[config.mk]
export PLATFORM = sky130hd
export DESIGN_NAME = nvm_clk_gen
export DESIGN_NICKNAME = d
export VERILOG_FILES = /design/src/rtl/nvm_clk_pkg.sv /design/src/rtl/nvm_div_cfg.sv /design/src/rtl/nvm_div_counter.sv /design/src/rtl/nvm_ok_tracker.sv /design/src/rtl/nvm_clk_gen.sv
export SDC_FILE = /design/constraint.sdc
export NUM_CORES = 1
export LEC_CHECK = 0
export BUFFER_PORTS_ARGS = -buffer_cell sky130_fd_sc_hd__buf_2
export CAP_MARGIN = 15
export CORE_MARGIN = 3
export CORE_UTILIZATION = 25
export CTS_BUF_LIST = sky130_fd_sc_hd__clkbuf_4 sky130_fd_sc_hd__clkbuf_8
export DETAILED_ROUTE_END_ITERATION = 10
export PLACE_DENSITY = 0.46
export SLEW_MARGIN = 20
export SYNTH_ARGS = -nofsm -noshare
export SYNTH_HDL_FRONTEND = slang
export SYNTH_SLANG_ARGS = --single-unit
[constraint.sdc]
create_clock -name clk -period 4.4 [get_ports clk]
set_input_delay 0.22 -clock clk [delete_from_list [all_inputs] [get_ports clk]]
set_output_delay 0.22 -clock clk [all_outputs]
set_load 0.01 [all_outputs]
[src/rtl/nvm_clk_pkg.sv]
package nvm_clk_pkg;
  localparam int unsigned DIV_W    = 6;
  localparam int unsigned DFLT_DIV = 15;

  typedef enum logic [1:0] {
    OK_IDLE  = 2'd0,
    OK_ADOPT = 2'd1,
    OK_FULL  = 2'd2
  } ok_state_t;
endpackage

[src/rtl/nvm_div_cfg.sv]
module nvm_div_cfg #(
  parameter int unsigned DIV_W    = 6,
  parameter int unsigned DFLT_DIV = 15
) (
  input  logic             clk,
  input  logic             rst_n,
  input  logic             wr_en,
  input  logic [DIV_W-1:0] wr_data,
  output logic [DIV_W-1:0] raw_q,
  output logic [DIV_W-1:0] eff_req,
  output logic             chg
);
  localparam logic [DIV_W-1:0] DFLT = DIV_W'(DFLT_DIV);

  logic [DIV_W-1:0] raw_d;
  logic [DIV_W-1:0] wr_eff;

  always_comb begin
    eff_req = (raw_q == '0) ? DFLT : raw_q;
    wr_eff  = (wr_data == '0) ? DFLT : wr_data;
    chg     = wr_en && (wr_eff != eff_req);
    raw_d   = wr_data;
  end

  always_ff @(posedge clk or negedge rst_n) begin
    if (!rst_n) raw_q <= '0;
    else if (wr_en) raw_q <= raw_d;
  end

  a_r3_eff_nonzero: assert property (@(posedge clk) disable iff (!rst_n)
    eff_req != '0);
endmodule

[src/rtl/nvm_div_counter.sv]
module nvm_div_counter #(
  parameter int unsigned DIV_W    = 6,
  parameter int unsigned DFLT_DIV = 15
) (
  input  logic             clk,
  input  logic             rst_n,
  input  logic [DIV_W-1:0] eff_req,
  output logic             wrap,
  output logic [DIV_W-1:0] active,
  output logic             clk_out
);
  localparam int unsigned HI_W = DIV_W + 1;

  logic [DIV_W-1:0] cnt_q, cnt_d, act_q, act_d;
  logic             act_en;
  logic             out_q, out_d;

  function automatic logic [HI_W-1:0] high_len(input logic [DIV_W-1:0] n);
    high_len = ({1'b0, n} + HI_W'(2)) >> 1;
  endfunction

  always_comb begin
    wrap   = (cnt_q == act_q);
    act_en = wrap;
    act_d  = act_en ? eff_req : act_q;
    cnt_d  = wrap ? '0 : cnt_q + DIV_W'(1);
    out_d  = ({1'b0, cnt_d} < high_len(act_d));
  end

  always_ff @(posedge clk or negedge rst_n) begin
    if (!rst_n) begin
      cnt_q <= '0;
      out_q <= 1'b1;
    end else begin
      cnt_q <= cnt_d;
      out_q <= out_d;
    end
  end

  always_ff @(posedge clk or negedge rst_n) begin
    if (!rst_n) act_q <= DIV_W'(DFLT_DIV);
    else if (act_en) act_q <= act_d;
  end

  assign active  = act_q;
  assign clk_out = out_q;

  a_r2_cnt_bound: assert property (@(posedge clk) disable iff (!rst_n)
    cnt_q <= act_q);
  a_r5_hold_midperiod: assert property (@(posedge clk) disable iff (!rst_n)
    (cnt_q != act_q) |=> $stable(act_q));
  a_r4_high_at_start: assert property (@(posedge clk) disable iff (!rst_n)
    (cnt_q == '0) |-> out_q);
endmodule

[src/rtl/nvm_ok_tracker.sv]
module nvm_ok_tracker
  import nvm_clk_pkg::*;
(
  input  logic clk,
  input  logic rst_n,
  input  logic chg,
  input  logic wrap,
  output logic clk_ok
);
  ok_state_t st_q, st_d;

  always_comb begin
    st_d = st_q;
    if (chg) begin
      st_d = OK_ADOPT;
    end else if (wrap) begin
      case (st_q)
        OK_ADOPT: st_d = OK_FULL;
        OK_FULL:  st_d = OK_IDLE;
        default:  st_d = st_q;
      endcase
    end
  end

  always_ff @(posedge clk or negedge rst_n) begin
    if (!rst_n) st_q <= OK_IDLE;
    else        st_q <= st_d;
  end

  assign clk_ok = (st_q == OK_IDLE);

  a_r6_ok_drop: assert property (@(posedge clk) disable iff (!rst_n)
    chg |=> !clk_ok);
  a_r7_ok_rise_at_boundary: assert property (@(posedge clk) disable iff (!rst_n)
    $rose(clk_ok) |-> $past(wrap));
endmodule

[src/rtl/nvm_clk_gen.sv]
module nvm_clk_gen
  import nvm_clk_pkg::*;
#(
  parameter int unsigned P_DIV_W    = DIV_W,
  parameter int unsigned P_DFLT_DIV = DFLT_DIV
) (
  input  logic               clk,
  input  logic               rst_n,
  input  logic               wr_en,
  input  logic [P_DIV_W-1:0] wr_data,
  output logic [P_DIV_W:0]   rd_data,
  output logic               clk_out,
  output logic               clk_ok
);
  logic [P_DIV_W-1:0] raw_q, eff_req, active;
  logic               chg, wrap;

  nvm_div_cfg #(.DIV_W(P_DIV_W), .DFLT_DIV(P_DFLT_DIV)) cfg_i (
    .clk(clk), .rst_n(rst_n), .wr_en(wr_en), .wr_data(wr_data),
    .raw_q(raw_q), .eff_req(eff_req), .chg(chg)
  );

  nvm_div_counter #(.DIV_W(P_DIV_W), .DFLT_DIV(P_DFLT_DIV)) cnt_i (
    .clk(clk), .rst_n(rst_n), .eff_req(eff_req),
    .wrap(wrap), .active(active), .clk_out(clk_out)
  );

  nvm_ok_tracker ok_i (
    .clk(clk), .rst_n(rst_n), .chg(chg), .wrap(wrap), .clk_ok(clk_ok)
  );

  assign rd_data = {clk_ok, raw_q};

  a_r1_read_flag: assert property (@(posedge clk) disable iff (!rst_n)
    rd_data[P_DIV_W] == clk_ok);
  a_r7_ok_needs_match: assert property (@(posedge clk) disable iff (!rst_n)
    clk_ok |-> (active == eff_req));
endmodule

# --- After elaboration in Yosys (flattened, before gate mapping) ---
# Index checks and enable logic that the tools add are counted.
word_totals:
  out_inout_bits: 9
  input_bits: 9
  reg_bits: 21
  word_cells: 26
classes:
  magnitude_cmp: 1
  n_mux: 7
  add_sub_neg: 2
  n_eq_ne: 4
  n_reduce_logical: 7
op_table:
  columns: ["op", "count"]
  rows:
  - ["two-way mux 6 bit", 4]
  - ["logical NOT 6 bit", 2]
  - ["adder 6 x 2 -> 7 bit (second input constant)", 1]
  - ["adder 6 x 1 -> 6 bit (second input constant)", 1]
  - ["equality test 6 bit", 1]
  - ["less-than comparator 6 bit", 1]
  - ["!= test 6 bit", 1]
  - ["two-way mux 2 bit", 2]
  - ["one-hot mux 2 bit (2 select lines)", 1]
  - ["nonzero test 3 bit", 1]
  - ["equality test 2 x 1 -> 1 bit (second input constant)", 1]
  - ["equality test 2 bit (second input constant)", 1]
  - ["logical NOT 2 bit", 1]
  - ["AND reduction 2 bit", 1]
  - ["nonzero test 2 bit", 1]
  - ["logical AND 1 bit", 1]

# --- Depth between registers and ports, before layout ---
logic_depth:
  word_depth: 6
  mapped_depth: 16
  mapped_depth_nobuf: 15

# --- Hierarchy ---
# From an unflattened synthesis, not the netlist that was laid out.
hier_totals:
  cells_unflattened: 145
  hier_area_um2: 1463.9
by_module_without_submodules:
  columns: ["mod", "seq_area_each_um2", "cells_per_inst", "n_inst", "area_each_um2"]
  rows:
  - ["nvm_div_counter", 331.6, 82, 1, 918.4]
  - ["nvm_div_cfg", 150.1, 55, 1, 456.7]
  - ["nvm_ok_tracker", 50.0, 7, 1, 81.3]
  - ["nvm_clk_gen", 0.0, 1, 1, 7.5]

# --- Least setup slack after synthesis ---
# No wires, ideal clock.
synth_path:
  kind: "reg2reg"
  from: "register cnt_i.act_q[3] (netlist: cnt_i.active[3])"
  to: "register cnt_i.out_q (netlist: cnt_i.clk_out)"
  setup_slack_ns: 1.337
  arrival_ns: 2.990
  stages_incl_launch_ff: 17
  n_path_buf: 1
  required_time_ns: 4.327
  path_cell_list: "dfstp_2 > xnor2_1 > nand4_1 > nor3_2 > clkbuf_1 > nor2_1 > a21oi_1 > ha_1 > nand3_1 > xor2_1 > nand2_1 > o21ai_0 > ha_1 > a21o_1 > a21oi_1 > o21ai_0 > a21oi_1"
synth_between:
  elab_chain_len: 4
  word_cells_on_any_way: 5
  classes_between: "1 x add/sub; 1 x order compare; 1 x eq/ne; 2 x mux"
synth_lines:
  columns: ["element", "line", "source"]
  rows:
  - ["start, declared", "nvm_div_counter.sv:14", "logic [DIV_W-1:0] cnt_q, cnt_d, act_q, act_d;"]
  - ["start signal, assigned", "nvm_div_counter.sv:41", "if (!rst_n) act_q <= DIV_W'(DFLT_DIV);"]
  - ["start signal, assigned", "nvm_div_counter.sv:42", "else if (act_en) act_q <= act_d;"]
  - ["equality test 6 bit", "nvm_div_counter.sv:23", "wrap = (cnt_q == act_q);"]
  - ["two-way mux 6 bit", "nvm_div_counter.sv:25", "act_d = act_en ? eff_req : act_q;"]
  - ["via cnt_i.act_d[2]", "nvm_div_counter.sv:14", null]
  - ["adder 6 x 2 -> 7 bit", "nvm_div_counter.sv:19", "high_len = ({1'b0, n} + HI_W'(2)) >> 1;"]
  - ["less-than comparator 6 bit", "nvm_div_counter.sv:27", "out_d = ({1'b0, cnt_d} < high_len(act_d));"]
  - ["via cnt_i.out_d", "nvm_div_counter.sv:16", "logic out_q, out_d;"]
  - ["end signal, assigned", "nvm_div_counter.sv:36", "out_q <= out_d;"]
  - ["end, declared", "nvm_div_counter.sv:16", null]
# The timed path passes the listed nets, and every way through them passes these cells.
# A chain may end at the register's enable or synchronous reset.

# --- Worst setup path after layout ---
# Ends and elaborated chain as after synthesis.

==> impl_results.md <==
- Hold-critical path depth: 2
- Die width: 79.0 um
- Area growth, synth to finish: 15.0%
- Vias: 1,061
- Sequential element share of the synthesized area: 39.9%
- Ys Warns: 0
- Worst Hold End: cfg_i.raw_q[0]
- Adder-cell area share of the yosys netlist: 6.57%
- FF-to-FF setup slack: 1.24 ns
- Worst slew margin: 57.3%
- FF+latch area: 532 um2
- Max VDD drop: 0.000164 V
- Fmax: 317 MHz
- Final setup violation count: 0
- Worst Setup SP: cnt_i.active[3]
- Arrival @ worst endpoint: 3.35 ns
- Placed Area: 1480 um2
- Status: completed
- Tmin final: 3.16 ns
- Pwr dens: 637 nW/um2
- Core Area: 4940 um2
- Initial Utilization: 27.0%
- Synth area leader: dfrtp_1
- Number of I/O pins: 18
- Worst r2r src: cnt_i.active[3]
- # fillers: 552
- Ratio of cells with drive above 1 in the final layout: 24.1%
- Vias in the first global route: 1,032
- Clock root buffer: clkbuf_8
- Fraction of the mapped netlist area in simple logic gates: 18.0%
- Area of the multi-input gates: 752 um2
- First-pass GRT wire length: 5.02 mm
- Worst-Skew Late Latency: 0.26 ns
- Initial antenna violation count: 0
- Non-filler cells, final: 225
- H-Tree Depth: 1
- Die Footprint: 6250 um2
- Drt drc: 0
- Period utilization: 71.8%
- Congestion Overflow GR: 0
- Worst slew pin tran: 0.637 ns
- Top-area cell type share of the netlist area: 30.0%
- TritonCTS Buffers: 3
- FF-to-FF End: cnt_i.clk_out
- Min-delay worst type: input port to flop
- WHS: 0.228 ns
- Mapped Cells: 143
- Lkg Pwr: 0.647 nW
- Worst-path maximum fanout: 11
- Clock Sinks: 21
- Routed Antenna Nets: 0
- Slew Viols, Final: 0
- TritonCTS clock tree: built
- Combinational family with the most area after synthesis: simple AND/OR/NAND/NOR gates
- Crit start category: flop
- FP Rows: 25
- Pre-Repair DR Iteration Count: 4
- Placer congestion estimate: 0.772
- Worst EP required: 4.60 ns
- Synth area leaders: dfrtp_1, dfstp_2, ha_1, xor2_1, a21oi_1
- Final hold vios: 0
- Worst setup EP type: flop
- All-Layer GR Usage: 10.0%
- Clock transition at the registers of the reported paths: 0.08 ns
- Detailed-route wire length: 2.92 mm
- R2R depth: 15
- Die Height: 79.0 um
- Cells after DPL: 220
- Syn Std Cell Area: 1330 um2
- Mux cell area share after synthesis: 6.57%
- Hold Crit Start: wr_data[0]
- Synth Area in XOR/XNOR: 11.8%
- Pin count of the biggest net entering global routing: 22
- Max_cap viols: 0
- TNS Setup: 0 ns
- CP Class: flop to flop
- Clock Tree Buf Depth: 2
- Drt initial violations: 34
- Setup bufs post-CTS: 0
- Vias per Instance: 4.72
- Synthesized flop and latch total: 21
- I/O Buffers: 17
- Ant diodes: 0
- Yosys cell types: 35
- Clock skew: 0.00506 ns
- Final Cell Area: 1530 um2
- Syn Nets: 159
- Mean post-synth cell area: 9.33 um2
- DR WL/cell: 13.0 um
- RSZ-0062 raised after global routing: false
- Dpl hpwl: 2.20 mm
- Final nets: 175
- Compound-cell area share of the yosys netlist: 13.4%
[critical path, cell delays in order, from the launching register on]
cell,delay [ns]
dfstp_2,0.57
xnor2_1,0.12
nand4_1,0.11
nor3_2,0.50
nor2_1,0.13
a21oi_1,0.18
ha_1,0.24
nand3_1,0.11
xor2_1,0.16
nand2_1,0.07
o21ai_0,0.09
ha_1,0.30
a21o_1,0.18
a21oi_1,0.13
o21ai_0,0.09
a21oi_1,0.12
[cells in the final DEF, fill, tap and decap left out, drive strengths merged]
cell type,instances
buf,18
dfrtp,16
a21oi,15
nor2,15
xor2,10
nor3,10
nand2,9
xnor2,8
nand3,7
ha,7
mux2,6
dfstp,5
inv,4
o21ai,4
clkbuf,4
nor4,2
mux2i,2
nand4,1
and3,1
nor2b,1
a41oi,1
or3b,1
a211oi,1
a21o,1
nand2b,1
or4,1
a22o,1
o311a,1
o41a,1
o31a,1
o221ai,1
a2111o,1
dlygate4sd3,1
[worst max path at each step]
stage / endpoint / slack [ns]
2_1_floorplan: cnt_i.clk_out / 1.34
3_3_place_gp: cnt_i.clk_out / 1.39
3_5_place_dp: cnt_i.clk_out / 1.29
4_1_cts: cnt_i.clk_out / 1.24
5_1_grt: cnt_i.clk_out / 0.94
6_report: cnt_i.clk_out / 1.24
[power by group]
part / internal, mW / switching [mW] / leakage (nW)
logic: 0.229 / 0.251 / 0.377
clock network: 0.0708 / 0.0643 / 0.0262
registers: 0.280 / 0.0808 / 0.244
[cell type report]
cell class | instances | share of cell area (%)
inverter | 4 | 0.979
sequential | 21 | 34.7
multi-input combinational | 110 | 49.0
timing repair buffer | 19 | 6.69
tap | 67 | 5.46
clock buffer | 4 | 3.18
[cell families after synthesis]
logic type                 after synthesis
AOI/OAI and AO/OA                       28
xor gates and xnor gates                18
adders and majority gates                7
buffers and inverters                   12
DFF                                     21
muxes                                    8
and+or+nand+nor                         49
[routing by layer]
layer / share of wire (%) / GRT usage (%) / routed length, um
met4: 0.34 / 2.58 / 10
met2: 44 / 14.9 / 1290
met5: 0 / 0 / 0
met1: 50 / 14.2 / 1470
met3: 5.1 / 3.06 / 149
[synthesized netlist by cell type]
| library cell | instances |
|---|---|
| xnor2_1 | 8 |
| a21oi_1 | 15 |
| or3b_2 | 1 |
| nand2_1 | 9 |
| or4_4 | 1 |
| a22o_1 | 1 |
| o311a_1 | 1 |
| nor2_2 | 1 |
| mux2i_1 | 2 |
| nand2b_1 | 1 |
| a2111o_1 | 1 |
| dfrtp_1 | 16 |
| xor2_1 | 10 |
| nand4_1 | 1 |
| a21o_1 | 1 |
| buf_4 | 1 |
| nor3_2 | 1 |
| a41oi_1 | 1 |
| o41a_1 | 1 |
| nand3_1 | 7 |
| clkbuf_1 | 6 |
| nor2b_1 | 1 |
| o21ai_0 | 4 |
| a211oi_1 | 1 |
| buf_2 | 1 |
| mux2_2 | 6 |
| ha_1 | 7 |
| o221ai_1 | 1 |
| inv_1 | 4 |
| and3_1 | 1 |
| nor2_1 | 14 |
| nor3_1 | 9 |
| nor4_1 | 2 |
| dfstp_2 | 5 |
| o31a_2 | 1 |
[through the flow]
stage               total power, mW  utilization, %  worst slack, ns
CTS                           0.987            31.0             1.24
floorplan                     0.728               -             1.34
detailed placement            0.843            29.8             1.29
global placement              0.836            29.8             1.39
finish                        0.977            31.0             1.24
global route                   1.08            31.0            0.940
[flip-flops by register name (all words and copies together) (netlist names)]
| name | flops |
|---|---|
| ok_i.st_q | 2 |
| cfg_i.raw_q | 6 |
| cnt_i.clk_out | 1 |
| cnt_i.cnt_q | 6 |
| cnt_i.active | 6 |
[repair_timing]
item	CTS	global route
resized for setup	0	0
hold buffers	1	0
hold endpoints to repair	16	0
(Power assumes the default switching activity.)
